$ cat config.mk
export PLATFORM = sky130hd
export DESIGN_NAME = pwr_guard_seq
export DESIGN_NICKNAME = d
export VERILOG_FILES = /design/src/rtl/pwr_guard_pkg.sv /design/src/rtl/pwr_guard_sync.sv /design/src/rtl/pwr_guard_dp.sv /design/src/rtl/pwr_guard_ctl.sv /design/src/rtl/pwr_guard_seq.sv
export SDC_FILE = /design/constraint.sdc
export NUM_CORES = 1
export LEC_CHECK = 0
export ABC_CLOCK_PERIOD_IN_PS = 4450
export BUFFER_PORTS_ARGS = -buffer_cell sky130_fd_sc_hd__buf_4
export CAP_MARGIN = 20
export CELL_PAD_IN_SITES_DETAIL_PLACEMENT = 0
export CELL_PAD_IN_SITES_GLOBAL_PLACEMENT = 2
export CORE_MARGIN = 8
export CORE_UTILIZATION = 40
export DETAILED_ROUTE_END_ITERATION = 8
export PLACE_DENSITY_LB_ADDON = 0.1
export SLEW_MARGIN = 20
export SYNTH_ARGS = -nofsm -noshare
export SYNTH_HDL_FRONTEND = slang
export SYNTH_HIERARCHICAL = 1
export SYNTH_SLANG_ARGS = --single-unit
$ cat constraint.sdc
create_clock -name clk -period 4.45 [get_ports clk]
set_clock_uncertainty 0.15 [all_clocks]
set_input_delay 0.2225 -clock clk [delete_from_list [all_inputs] [get_ports clk]]
set_output_delay 0.2225 -clock clk [all_outputs]
set_load 0.05 [all_outputs]
$ cat src/rtl/pwr_guard_pkg.sv
package pwr_guard_pkg;

  typedef enum logic [2:0] {
    ST_SEALED  = 3'd0,
    ST_NORMAL  = 3'd1,
    ST_PROTECT = 3'd2,
    ST_BACKUP  = 3'd3,
    ST_HOLD    = 3'd4
  } seqState_t;

  // strobes from control to datapath
  typedef struct packed {
    logic holdRun;
    logic armSet;
    logic sealed;
    logic protect;
    logic backupSel;
  } ctlStrobe_t;

  // conditions from datapath to control
  typedef struct packed {
    logic tripQual;
    logic swOk;
    logic swFell;
    logic holdDone;
  } dpStatus_t;

endpackage

$ cat src/rtl/pwr_guard_sync.sv
module pwr_guard_sync #(
  parameter int WIDTH  = 2,
  parameter int STAGES = 2
) (
  input  logic             clk,
  input  logic             rstN,
  input  logic [WIDTH-1:0] din,
  output logic [WIDTH-1:0] dout
);

  logic [WIDTH-1:0] stageQ [STAGES];

  for (genvar s = 0; s < STAGES; s++) begin : g_stage
    if (s == 0) begin : g_first
      always_ff @(posedge clk or negedge rstN) begin
        if (!rstN) stageQ[s] <= '0;
        else       stageQ[s] <= din;
      end
    end else begin : g_next
      always_ff @(posedge clk or negedge rstN) begin
        if (!rstN) stageQ[s] <= '0;
        else       stageQ[s] <= stageQ[s-1];
      end
    end
  end

  assign dout = stageQ[STAGES-1];

endmodule

$ cat src/rtl/pwr_guard_dp.sv
module pwr_guard_dp
  import pwr_guard_pkg::*;
#(
  parameter int SYNC_STAGES  = 2,
  parameter int DEBOUNCE_CYC = 4,
  parameter int HOLD_CYC     = 15_625_000
) (
  input  logic       clk,
  input  logic       rstN,
  input  logic       tripOkRaw,
  input  logic       swOkRaw,
  input  logic       clrLost,
  input  logic       hostSel,
  input  logic       hostWr,
  input  logic       hostRd,
  input  ctlStrobe_t strobe,
  output dpStatus_t  status,
  output logic       wrProtect,
  output logic       useBackup,
  output logic       backupArmed,
  output logic       dataLost,
  output logic       memSel,
  output logic       memWr,
  output logic       dataOe
);

  localparam int DB_W   = (DEBOUNCE_CYC > 0) ? $clog2(DEBOUNCE_CYC + 1) : 1;
  localparam int HOLD_W = (HOLD_CYC > 1) ? $clog2(HOLD_CYC) : 1;
  localparam logic [HOLD_W-1:0] HOLD_LAST = HOLD_W'(HOLD_CYC - 1);

  logic [1:0] syncOut;
  logic       tripSync;
  logic       swSync;
  logic       swPrev;
  logic       tripQual;
  logic       holdDone;
  logic [HOLD_W-1:0] holdCnt;
  logic       armedQ;
  logic       lostQ;

  pwr_guard_sync #(
    .WIDTH  (2),
    .STAGES (SYNC_STAGES)
  ) u_sync (
    .clk  (clk),
    .rstN (rstN),
    .din  ({tripOkRaw, swOkRaw}),
    .dout (syncOut)
  );

  assign tripSync = syncOut[1];
  assign swSync   = syncOut[0];

  // Debounce only the rising edge of the trip flag; a low flag disqualifies at once
  if (DEBOUNCE_CYC == 0) begin : g_nodb
    assign tripQual = tripSync;
  end else begin : g_db
    logic [DB_W-1:0] dbCnt;
    always_ff @(posedge clk or negedge rstN) begin
      if (!rstN)                              dbCnt <= '0;
      else if (!tripSync)                     dbCnt <= '0;
      else if (dbCnt != DB_W'(DEBOUNCE_CYC))  dbCnt <= dbCnt + 1'b1;
    end
    assign tripQual = tripSync && (dbCnt == DB_W'(DEBOUNCE_CYC));
  end

  always_ff @(posedge clk or negedge rstN) begin
    if (!rstN) swPrev <= 1'b0;
    else       swPrev <= swSync;
  end

  // Post-recovery hold counter, cleared whenever the hold is not running
  always_ff @(posedge clk or negedge rstN) begin
    if (!rstN)                holdCnt <= '0;
    else if (!strobe.holdRun) holdCnt <= '0;
    else if (!holdDone)       holdCnt <= holdCnt + 1'b1;
  end

  assign holdDone = (holdCnt == HOLD_LAST);

  // One-time seal break
  always_ff @(posedge clk or negedge rstN) begin
    if (!rstN)              armedQ <= 1'b0;
    else if (strobe.armSet) armedQ <= 1'b1;
  end

  // Sticky loss flag: set beats clear
  always_ff @(posedge clk or negedge rstN) begin
    if (!rstN)                           lostQ <= 1'b0;
    else if (strobe.sealed && swPrev && !swSync) lostQ <= 1'b1;
    else if (clrLost)                    lostQ <= 1'b0;
  end

  always_comb begin
    status          = '0;
    status.tripQual = tripQual;
    status.swOk     = swSync;
    status.swFell   = swPrev & ~swSync;
    status.holdDone = holdDone;
  end

  // Protection is combinational on the qualified flag so a fall is not delayed by the FSM
  assign wrProtect   = strobe.protect | ~tripQual;
  assign useBackup   = strobe.backupSel & armedQ;
  assign backupArmed = armedQ;
  assign dataLost    = lostQ;

  // Bus isolation
  assign memSel = hostSel & ~wrProtect;
  assign memWr  = hostSel & hostWr & ~wrProtect;
  assign dataOe = hostSel & hostRd & ~hostWr & ~wrProtect;

endmodule

$ cat src/rtl/pwr_guard_ctl.sv
module pwr_guard_ctl
  import pwr_guard_pkg::*;
(
  input  logic       clk,
  input  logic       rstN,
  input  dpStatus_t  status,
  output ctlStrobe_t strobe
);

  seqState_t state;
  seqState_t nextState;

  always_ff @(posedge clk or negedge rstN) begin
    if (!rstN) state <= ST_SEALED;
    else       state <= nextState;
  end

  always_comb begin
    nextState = state;
    unique case (state)
      ST_SEALED:  if (status.tripQual) nextState = ST_HOLD;
      ST_NORMAL:  if (!status.tripQual) nextState = ST_PROTECT;
      ST_PROTECT: begin
        if (!status.swOk)         nextState = ST_BACKUP;
        else if (status.tripQual) nextState = ST_HOLD;
      end
      ST_BACKUP:  if (status.swOk) nextState = ST_PROTECT;
      ST_HOLD: begin
        if (!status.tripQual)     nextState = ST_PROTECT;
        else if (status.holdDone) nextState = ST_NORMAL;
      end
      default:    nextState = ST_SEALED;
    endcase
  end

  always_comb begin
    strobe           = '0;
    strobe.holdRun   = (state == ST_HOLD);
    strobe.armSet    = (state == ST_SEALED) && status.tripQual;
    strobe.sealed    = (state == ST_SEALED);
    strobe.protect   = (state != ST_NORMAL);
    strobe.backupSel = (state == ST_BACKUP);
  end

endmodule

$ cat src/rtl/pwr_guard_seq.sv
module pwr_guard_seq
  import pwr_guard_pkg::*;
#(
  parameter int SYNC_STAGES  = 2,
  parameter int DEBOUNCE_CYC = 4,
  parameter int HOLD_CYC     = 15_625_000
) (
  input  logic clk,
  input  logic rstN,
  input  logic tripOkRaw,
  input  logic swOkRaw,
  input  logic clrLost,
  input  logic hostSel,
  input  logic hostWr,
  input  logic hostRd,
  output logic wrProtect,
  output logic useBackup,
  output logic backupArmed,
  output logic dataLost,
  output logic memSel,
  output logic memWr,
  output logic dataOe
);

  ctlStrobe_t strobe;
  dpStatus_t  status;

  pwr_guard_dp #(
    .SYNC_STAGES  (SYNC_STAGES),
    .DEBOUNCE_CYC (DEBOUNCE_CYC),
    .HOLD_CYC     (HOLD_CYC)
  ) u_dp (
    .clk         (clk),
    .rstN        (rstN),
    .tripOkRaw   (tripOkRaw),
    .swOkRaw     (swOkRaw),
    .clrLost     (clrLost),
    .hostSel     (hostSel),
    .hostWr      (hostWr),
    .hostRd      (hostRd),
    .strobe      (strobe),
    .status      (status),
    .wrProtect   (wrProtect),
    .useBackup   (useBackup),
    .backupArmed (backupArmed),
    .dataLost    (dataLost),
    .memSel      (memSel),
    .memWr       (memWr),
    .dataOe      (dataOe)
  );

  pwr_guard_ctl u_ctl (
    .clk    (clk),
    .rstN   (rstN),
    .status (status),
    .strobe (strobe)
  );

endmodule

After elaboration in Yosys (flattened, before gate mapping)
Cells that the tools add are included.
{ "word_totals": {"register_bits": 37, "word_cells": 55, "input_bits": 8, "out_inout_bits": 7} }
{ "op_classes": {"muxes": 13, "bitwise_logic": 11, "n_eq_ne": 13, "n_reduce_logical": 8, "add_sub_neg": 2} }
{ "ops": {"columns": ["operator", "count"], "rows": [
  ["24-bit 2-to-1 mux", 2],
  ["24-bit by 1-bit adder with 24-bit output, second input constant", 1],
  ["24-bit == test, second input constant", 1],
  ["3-bit 2-to-1 mux", 8],
  ["3-bit one-hot mux with 5 select lines", 1],
  ["1-bit AND", 7],
  ["3-bit by 2-bit == test with 1-bit output, second input constant", 2],
  ["3-bit == test, second input constant", 2],
  ["2-bit inequality test, second input constant", 3],
  ["3-bit inequality test, second input constant", 2],
  ["1-bit logical AND", 4],
  ["3-bit by 1-bit adder with 3-bit output, second input constant", 1],
  ["3-bit by 1-bit == test with 1-bit output, second input constant", 1],
  ["3-bit zero test", 1],
  ["3-bit by 1-bit inequality test with 1-bit output, second input constant", 1],
  ["1-bit inverter", 3],
  ["3-bit AND reduction", 1],
  ["1-bit 2-to-1 mux", 2],
  ["2-bit by 1-bit inequality test with 1-bit output, second input constant", 1],
  ["2-bit nonzero test", 1],
  ["1-bit zero test", 1],
  ["1-bit bitwise OR", 1]
]} }

Longest topological paths before layout
Gate-level depths: netlist of run 1.
{ "logic_depth": {"depth_word": 6, "mapped_depth": 7, "depth_no_buf": 6} }

Modules after synthesis
The synthesis of run 1 kept the hierarchy.
{ "by_module_without_submodules": {"columns": ["module", "seq_area_each_um2", "area_each_um2", "cells_per_inst", "n_inst"], "rows": [
  ["pwr_guard_dp", 750.7, 1647.8, 179, 1],
  ["pwr_guard_ctl", 75.1, 181.4, 19, 1],
  ["pwr_guard_sync", 100.1, 115.1, 6, 1]
]} }

Worst setup path before layout of run 1
OpenSTA, ideal clock, no wires.
{ "synth_path": {"path_type": "reg2out", "start": "register u_dp.g_db.dbCnt[0]", "end": "output port dataOe", "required_time_ns": 4.078, "n_path_buf": 0, "arrival_time_ns": 2.836, "path_stages_with_launch": 6, "path_slack_ns": 1.241, "cell_sequence": "dfrtp_1 -> inv_1 -> ha_1 -> nand3_1 -> or2_2 -> nor4b_1"} }
{ "synth_via": {"elab_chain_cells": 6} }
{ "synth_lines": {"columns": ["item", "line_no", "text"], "rows": [
  ["start: declaration", "pwr_guard_dp.sv:58", "logic [DB_W-1:0] dbCnt;"],
  ["start signal: assignment", "pwr_guard_dp.sv:62", "else if (dbCnt != DB_W'(DEBOUNCE_CYC)) dbCnt <= dbCnt + 1'b1;"],
  ["3-bit == test", "pwr_guard_dp.sv:64", "assign tripQual = tripSync && (dbCnt == DB_W'(DEBOUNCE_CYC));"],
  ["1-bit logical AND", "pwr_guard_dp.sv:64", null],
  ["1-bit inverter", "pwr_guard_dp.sv:103", "assign wrProtect = strobe.protect | ~tripQual;"],
  ["1-bit bitwise OR", "pwr_guard_dp.sv:103", null],
  ["net wrProtect", "pwr_guard_seq.sv:16", "output logic wrProtect,"],
  ["1-bit inverter", "pwr_guard_dp.sv:111", "assign dataOe = hostSel & hostRd & ~hostWr & ~wrProtect;"],
  ["1-bit AND", "pwr_guard_dp.sv:111", null],
  ["end: declaration", "pwr_guard_seq.sv:22", "output logic dataOe"]
]} }
The timed path passes the listed nets, and every way through them passes these cells.

Final worst setup path of run 1
{ "layout_path": {"start": "register u_dp.g_db.dbCnt[0]", "end": "output port dataOe"} }
{ "layout_via": {"elab_chain_cells": 6} }
{ "layout_lines": {"columns": ["item", "line_no"], "rows": [
  ["3-bit == test", "pwr_guard_dp.sv:64"],
  ["1-bit logical AND", "pwr_guard_dp.sv:64"],
  ["1-bit inverter", "pwr_guard_dp.sv:103"],
  ["1-bit bitwise OR", "pwr_guard_dp.sv:103"],
  ["1-bit inverter", "pwr_guard_dp.sv:111"],
  ["1-bit AND", "pwr_guard_dp.sv:111"]
]} }
Every way passes these cells.

==> results of run 1 <==
## cell usage after synthesis (2+ instances only)
cell / count
ha_1: 3
and3_1: 3
o31ai_1: 5
xnor2_1: 6
or4_1: 7
nand4_1: 7
nand2b_1: 4
clkbuf_1: 6
nand2_1: 17
a21boi_0: 2
o21ai_0: 11
nand3_1: 8
or3_1: 5
nor4_1: 7
buf_4: 4
inv_1: 12
xor2_1: 3
and4_1: 2
mux2i_1: 4
dfrtp_1: 37
nor2_1: 10
a21oi_1: 12
and2_1: 5
nor3_1: 5
or2_2: 2
a31oi_1: 2
## layer usage
metal / track usage / vias up
li1: - / 759
met1: 0.158 / 725
met2: 0.192 / 25
met3: 0.0277 / 4
met4: 0.0573 / 0
met5: 0 / -
## cell type report
class / instances / area share
multi-input cells: 144 / 0.412
well taps: 54 / 0.0306
clock buffers: 7 / 0.0391
repair buffers: 18 / 0.0657
flip-flops and latches: 37 / 0.419
inverters: 12 / 0.0204
clock inverters: 1 / 0.0136
## cell families (layout without fill, tap and decap cells)
group | Yosys count | count (layout) | synth area share
fa+ha+maj | 3 | 3 | 0.0193
flops | 37 | 37 | 0.476
xor+xnor | 9 | 9 | 0.0405
mux | 4 | 4 | 0.0206
simple gates | 92 | 92 | 0.279
compound gates | 36 | 36 | 0.109
buf+inv | 23 | 38 | 0.0560
## registers in the layout (all words and copies together) (netlist names)
register,count
u_dp/g_db.dbCnt,3
u_dp/u_sync/stageQ,2
u_dp/backupArmed,1
u_dp/swPrev,1
u_dp/dataLost,1
u_dp/holdCnt,24
u_dp/u_sync/dout,2
u_ctl/state,3
## report_power, final
part           internal [mW]  leakage [nW]  switching, mW
combinational         0.0228         0.327         0.0347
clock                  0.183        0.0585          0.121
sequential             0.346         0.495        0.00816
total                  0.551         0.880          0.164
## worst max-delay path, cell delays in order (launching register included)
cell and delay (ns):
dfrtp_1 0.39, inv_1 0.10, ha_1 0.21, nand3_1 0.11, or2_2 0.31, nor4b_1 0.31, buf_4 0.26
## cell usage in the layout (no fill, tap or decap), types with 2 or more instances in the layout
cell            n
xor2_1          3
a31oi_1         2
nand2b_1        4
and3_1          3
mux2i_1         4
nor2_1         10
or4_1           7
a21oi_1        12
nor4_1          7
nand2_1        17
and4_1          2
dlygate4sd3_1   4
or2_2           2
inv_1          12
dfrtp_1        37
nand3_1         8
xnor2_1         6
o21ai_0        11
buf_4          14
and2_1          5
or3_1           5
nor3_1          5
ha_1            3
a21boi_0        2
nand4_1         7
o31ai_1         5
clkbuf_8        6
## stage by stage
step / hold slack, ns / util
2_1_floorplan: -0.223 / -
3_3_place_gp: 0.0583 / 0.438
3_5_place_dp: 0.0713 / 0.438
4_1_cts: 0.202 / 0.471
5_1_grt: 0.210 / 0.471
6_report: 0.200 / 0.471
## how the worst max path moves through the flow
stage	from	to	slack [ns]	cells after the start
after floorplan	u_dp/g_db.dbCnt[0]$_DFFE_PN0N_	dataOe	1.24	5
after global placement	u_dp/holdCnt[0]$_DFFE_PN0P_	u_dp/holdCnt[22]$_DFFE_PN0P_	2.27	5
after detailed placement	u_dp/holdCnt[0]$_DFFE_PN0P_	u_dp/holdCnt[22]$_DFFE_PN0P_	2.23	5
after CTS	u_dp/g_db.dbCnt[0]$_DFFE_PN0N_	dataOe	2.06	6
after global routing	u_dp/g_db.dbCnt[0]$_DFFE_PN0N_	dataOe	1.98	6
final	u_dp/g_db.dbCnt[0]$_DFFE_PN0N_	dataOe	2.10	6
==> results_dict.tcl, run 1 <==
set metrics [dict create \
    status "finished, final reports clean" \
    fin_area_sq_um 2210 \
    yosys_warnings 6 \
    dp_hpwl_microns 2870 \
    hp-class "flop to flop" \
    regToRegEndpoint "u_dp/holdCnt[22]$_DFFE_PN0P_" \
    drt_iter0_drc 143 \
    postRouteWirelength_microns 4240 \
    slew_violations 0 \
    num_rows 25 \
    synth_edf_count 0 \
    path_clk_slew_ns 0.07 \
    rr_worst_depth 5 \
    seq_area_frac_synth 0.476 \
    cts.sinks 37 \
    cts_buffer_depth 2 \
    crit_arrival_ns 1.98 \
    grt_overflow 0 \
    dp.cells 261 \
    cts-hold-fix-buffers 4 \
    cp-end-kind "primary output" \
    drive_gt1_frac 0.123 \
    vias_per_cell 5.54 \
    ys.flop_type "dfrtp_1" \
    critical_path.max_fanout 4 \
    first_pass_iters 5 \
    cts_tree "yes" \
    rsz0062_at_grt "false" \
    syn_area_sq_um 1940 \
    pin_count 15 \
    critPathLaunchType "flop" \
    finalWorstSetupSlack_ns 2.10 \
    grt_pass1_vias 1484 \
    dr_wl_met3_microns 143 \
    vdd_drop_max_mv 0.190 \
    fin_tns_setup_ns 0 \
    syn_inst 204 \
    post-place-ws_ns 2.23 \
    drc 0 \
    r2r_start "u_dp/holdCnt[0]$_DFFE_PN0P_" \
    cts_buffers 5 \
    worstMarginPinSlew_ns 0.689 \
    relSlewSlack 0.540 \
    core_sq_um 4690 \
    wl_per_cell_microns 15.5 \
    grt_pass1_wl_microns 7130 \
    synth_cell_type_count 41 \
    min_to "u_dp/u_sync/dout[0]$_DFF_PN0_" \
    hold_viol 0 \
    dr.max_layer_used "met4" \
    power.density_nw_per_um2 324 \
    post_cts_buffers 0 \
    synth_top_area_share 0.476 \
    chipHeight_microns 85.7 \
    finalNonFillerCells 273 \
    vias 1513 \
    total_power_mw 0.715 \
    fin_nets 229 \
    holdPathStages 0 \
    avgSynthCellArea_sq_um 9.53 \
    p_leak_nw 0.880 \
    fp.dieW_microns 85.7 \
    required_ns 4.08 \
    cts_resized 0 \
    layout_min_cycle_time_ns 2.35 \
    grt_max_degree 38 \
    port_buffers 14 \
    drv_cap 0 \
    wl_met2_microns 1930 \
    syn_to_final_growth_pct 13.6 \
    wl_met1_microns 2120 \
    rrSetupSlack_ns 2.18 \
    async_reset_ff_frac 1.00 \
    drtAntennaViolNets 0 \
    gp_congestion 0.750 \
    synth_area_leaders "dfrtp_1 (48%), nand2_1 (3.3%), a21oi_1 (3.1%), o21ai_0 (2.8%), or4_1 (2.7%)" \
    htree_levels 2 \
    multi_input_area_sq_um 910 \
    criticalPathCategory "flop to primary output" \
    fillers 460 \
    post_dp_cell_area_sq_um 2050 \
    synth_largest_area_cell "dfrtp_1" \
    dieArea_sq_um 7350 \
    antenna_found_initial 0 \
    root_buffer "clkbuf_8" \
    start_util 0.414 \
    clk_latency_ns 0.29 \
    syn_nets 215 \
    ys_seq_elements 37 \
    track_usage 0.123 \
    fin_crit_sh 0.528 \
    setup_viol 0 \
    regArea_sq_um 926 \
    fmax_mhz 426 \
    antenna-diode-count 0 \
    hold_start "u_dp/u_sync/stageQ[2]$_DFF_PN0_" \
]
(Power assumes the default switching activity.)
==> run 2: changes to the inputs <==
Settings changed: ABC_AREA set to 1, ABC_CLOCK_PERIOD_IN_PS 4450 to 2450, CORE_UTILIZATION 40 to 34.
Clock period 4.45 ns to 2.45 ns, I/O delays scaled along.
==> run 2 against run 1 <==
Net effect: final cell count increased by 50%; area after synthesis increased by 16%; die area increased by 29%; synthesized cell count increased by 55%; via count increased by 29%; hold slack got worse by 0.00073 ns; non-clock buffer count increased by 1; register-to-register slack got worse by 1.6 ns; sequential power increased by 81%; combinational power increased by 95%; critical path type unchanged; largest power group unchanged.
==> results_dict.tcl, run 2 <==
set metrics [dict create \
    status "finished, final reports clean" \
    synth_xor_area_frac 0.0117 \
    root_buffer "clkbuf_8" \
    num_rows 29 \
    avgSynthCellArea_sq_um 7.11 \
    synth_fa_ha_area_frac 0.0166 \
    setup_viol 0 \
    core_sq_um 6390 \
    drive_gt1_frac 0.139 \
    cp-end-kind "primary output" \
    vias 1953 \
    path_clk_slew_ns 0.07 \
    drv_cap 0 \
    worstMarginPinSlew_ns 0.490 \
    yosysMostFrequentCell "nand2_1" \
    antenna-diode-count 0 \
    finalNonFillerCells 409 \
    antenna_found_initial 0 \
    track_usage 0.122 \
    clk_latency_ns 0.28 \
    seq_area_frac_synth 0.411 \
    synth_largest_area_cell "dfrtp_1" \
    whs_ns 0.199 \
    largest_reg_flops 24 \
    chipHeight_microns 97.4 \
    fin_crit_sh 0.824 \
    hp-class "input pin to async pin" \
    synth_cell_type_count 29 \
    synth_top_family_by_area "simple AND/OR/NAND/NOR gates" \
    htree_levels 2 \
    cts_tree "yes" \
    cts_buffer_depth 2 \
    async_reset_ff_frac 1.00 \
    yosys_warnings 6 \
    fin_nets 344 \
    critical_path.max_fanout 6 \
    grt_pass1_wl_microns 9480 \
    grt_overflow 0 \
    rsz0062_at_grt "false" \
    power.density_nw_per_um2 456 \
    drt_iter0_drc 87 \
    rr_worst_depth 9 \
    syn_nets 328 \
    dp.cells 399 \
    fmax_mhz 496 \
    required_ns 2.18 \
    slew_violations 0 \
    first_pass_iters 4 \
    vdd_drop_max_mv 0.223 \
    synth-simple-area-share 0.405 \
    cts_resized 0 \
    relSlewSlack 0.673 \
    regMostFlops "u_dp/holdCnt" \
    wl_per_cell_microns 13.4 \
    post-place-ws_ns 0.615 \
    final_common_cell "nand2_1" \
    port_buffers 14 \
    syn_inst 317 \
    rrSetupSlack_ns 0.61 \
    dieArea_sq_um 9490 \
    ys_seq_elements 37 \
    cts_buffers 5 \
    pin_count 15 \
    finalWorstSetupSlack_ns 0.432 \
    crit_arrival_ns 1.75 \
    grt_max_degree 38 \
    dp_hpwl_microns 4200 \
    hold_viol 0 \
    cts.sinks 37 \
    p_leak_nw 1.08 \
    criticalPathCategory "flop to primary output" \
    synth_top_area_share 0.411 \
    synth_commonest_cells "nand2_1 (77), nor2_1 (54), inv_1 (41)" \
    max_stage_delay_ns 0.38 \
    ys.flop_type "dfrtp_1" \
    syn_to_final_growth_pct 11.1 \
    layout_min_cycle_time_ns 2.02 \
    cp_cell_sequence "inv_1, ha_1, nand3_1, nor2_1, nand2_1, inv_1, nand2_1, nor2_1, buf_4" \
    r2r_start "u_dp/holdCnt[0]$_DFFE_PN0P_" \
    startpoint "u_dp/g_db.dbCnt[0]$_DFFE_PN0N_" \
    vias_per_cell 4.78 \
    postRouteWirelength_microns 5460 \
    critPathLaunchType "flop" \
    gp_congestion 0.803 \
    start_util 0.353 \
    reg_top3 "u_dp/holdCnt x24, u_ctl/state x3, u_dp/g_db.dbCnt x3" \
    drc 0 \
    syn_area_sq_um 2250 \
    grt_pass1_vias 1919 \
    layout_common_cells "nand2_1 (77), nor2_1 (54), inv_1 (41)" \
    drtAntennaViolNets 0 \
    synth_area_leaders "dfrtp_1 (41%), nand2_1 (13%), nor2_1 (9.0%), inv_1 (6.8%), nand3_1 (6.2%)" \
    regToRegEndpoint "u_ctl/state[1]$_DFFE_PN0P_" \
    synthMuxAreaShare 0 \
    synth-compound-area-share 0.0511 \
    fp.dieW_microns 97.4 \
    fin_tns_setup_ns 0 \
    synth_edf_count 0 \
    critPathSlowestCell "dfrtp_1" \
]
## run 2: cell types whose count changed in the layout (fill, tap and decap cells not counted), sizes merged, moves of 5 or more
cell | before | now
nor4 | 7 | 0
or3 | 5 | 0
or4 | 8 | 0
a21oi | 12 | 7
and2 | 5 | 0
inv | 12 | 44
xnor2 | 6 | 0
nand3 | 9 | 30
o31ai | 5 | 0
nor2 | 10 | 68
nand2 | 17 | 79
## run 2: where the power goes
part           internal [mW]  switching, mW
logic                 0.0401         0.0714
clock network          0.187          0.201
registers              0.629         0.0132
## run 2: worst max path at each step
stage,end,cells after the start,slack [ns]
6_report,dataOe,9,0.43
5_1_grt,dataOe,9,0.18
3_3_place_gp,u_ctl/state[1]$_DFFE_PN0P_,9,0.61
3_5_place_dp,u_ctl/state[1]$_DFFE_PN0P_,9,0.61
2_1_floorplan,dataOe,8,0.18
4_1_cts,dataOe,9,0.37
## run 2: per-layer routing
layer / part of all wire / GRT usage / routed length, microns
met1: 0.49 / 0.155 / 2650
met3: 0.043 / 0.0334 / 236
met2: 0.46 / 0.194 / 2510
met5: 0 / 0 / 0
met4: 0.011 / 0.0431 / 59
## run 2: per-stage QoR
step	instance area, sq um	total power [mW]	util
6_report	2500	1.14	0.392
5_1_grt	2500	1.21	0.392
4_1_cts	2500	1.17	0.392
3_5_place_dp	2390	0.763	0.374
3_3_place_gp	2390	0.761	0.374
2_1_floorplan	2250	0.722	-
## run 2: kinds of logic (layout without fill, tap and decap cells)
group | Yosys count | in the layout
adders and majority gates | 3 | 3
DFF | 37 | 37
buffers and inverters | 54 | 69
and+or+nand+nor | 200 | 200
AOI/OAI and AO/OA | 20 | 20
xor gates and xnor gates | 3 | 3
## run 2: what timing repair did
item	4_1_cts	5_1_grt
setup endpoints to repair	0	0
buffers inserted	0	0
hold endpoints to repair	40	0
hold buffers	4	0
## run 2: layout make-up
| type | instances | area, sq um |
|---|---|---|
| Fill cell | 698 | 3880 |
| Timing Repair Buffer | 19 | 153 |
| Multi-Input combinational cell | 226 | 1090 |
| Clock inverter | 1 | 5.00 |
| Sequential cell | 37 | 926 |
| Clock buffer | 5 | 68.8 |
| Inverter | 44 | 165 |
| Tap cell | 77 | 96.3 |
## run 2: worst max-delay path: cells and delay by family, from the launching register on
kind / cells / cell delay (ns)
AND/OR/NAND/NOR: 5 / 0.55
flip-flops: 1 / 0.38
buffers and inverters: 3 / 0.36
adder cells (fa/ha/maj): 1 / 0.17
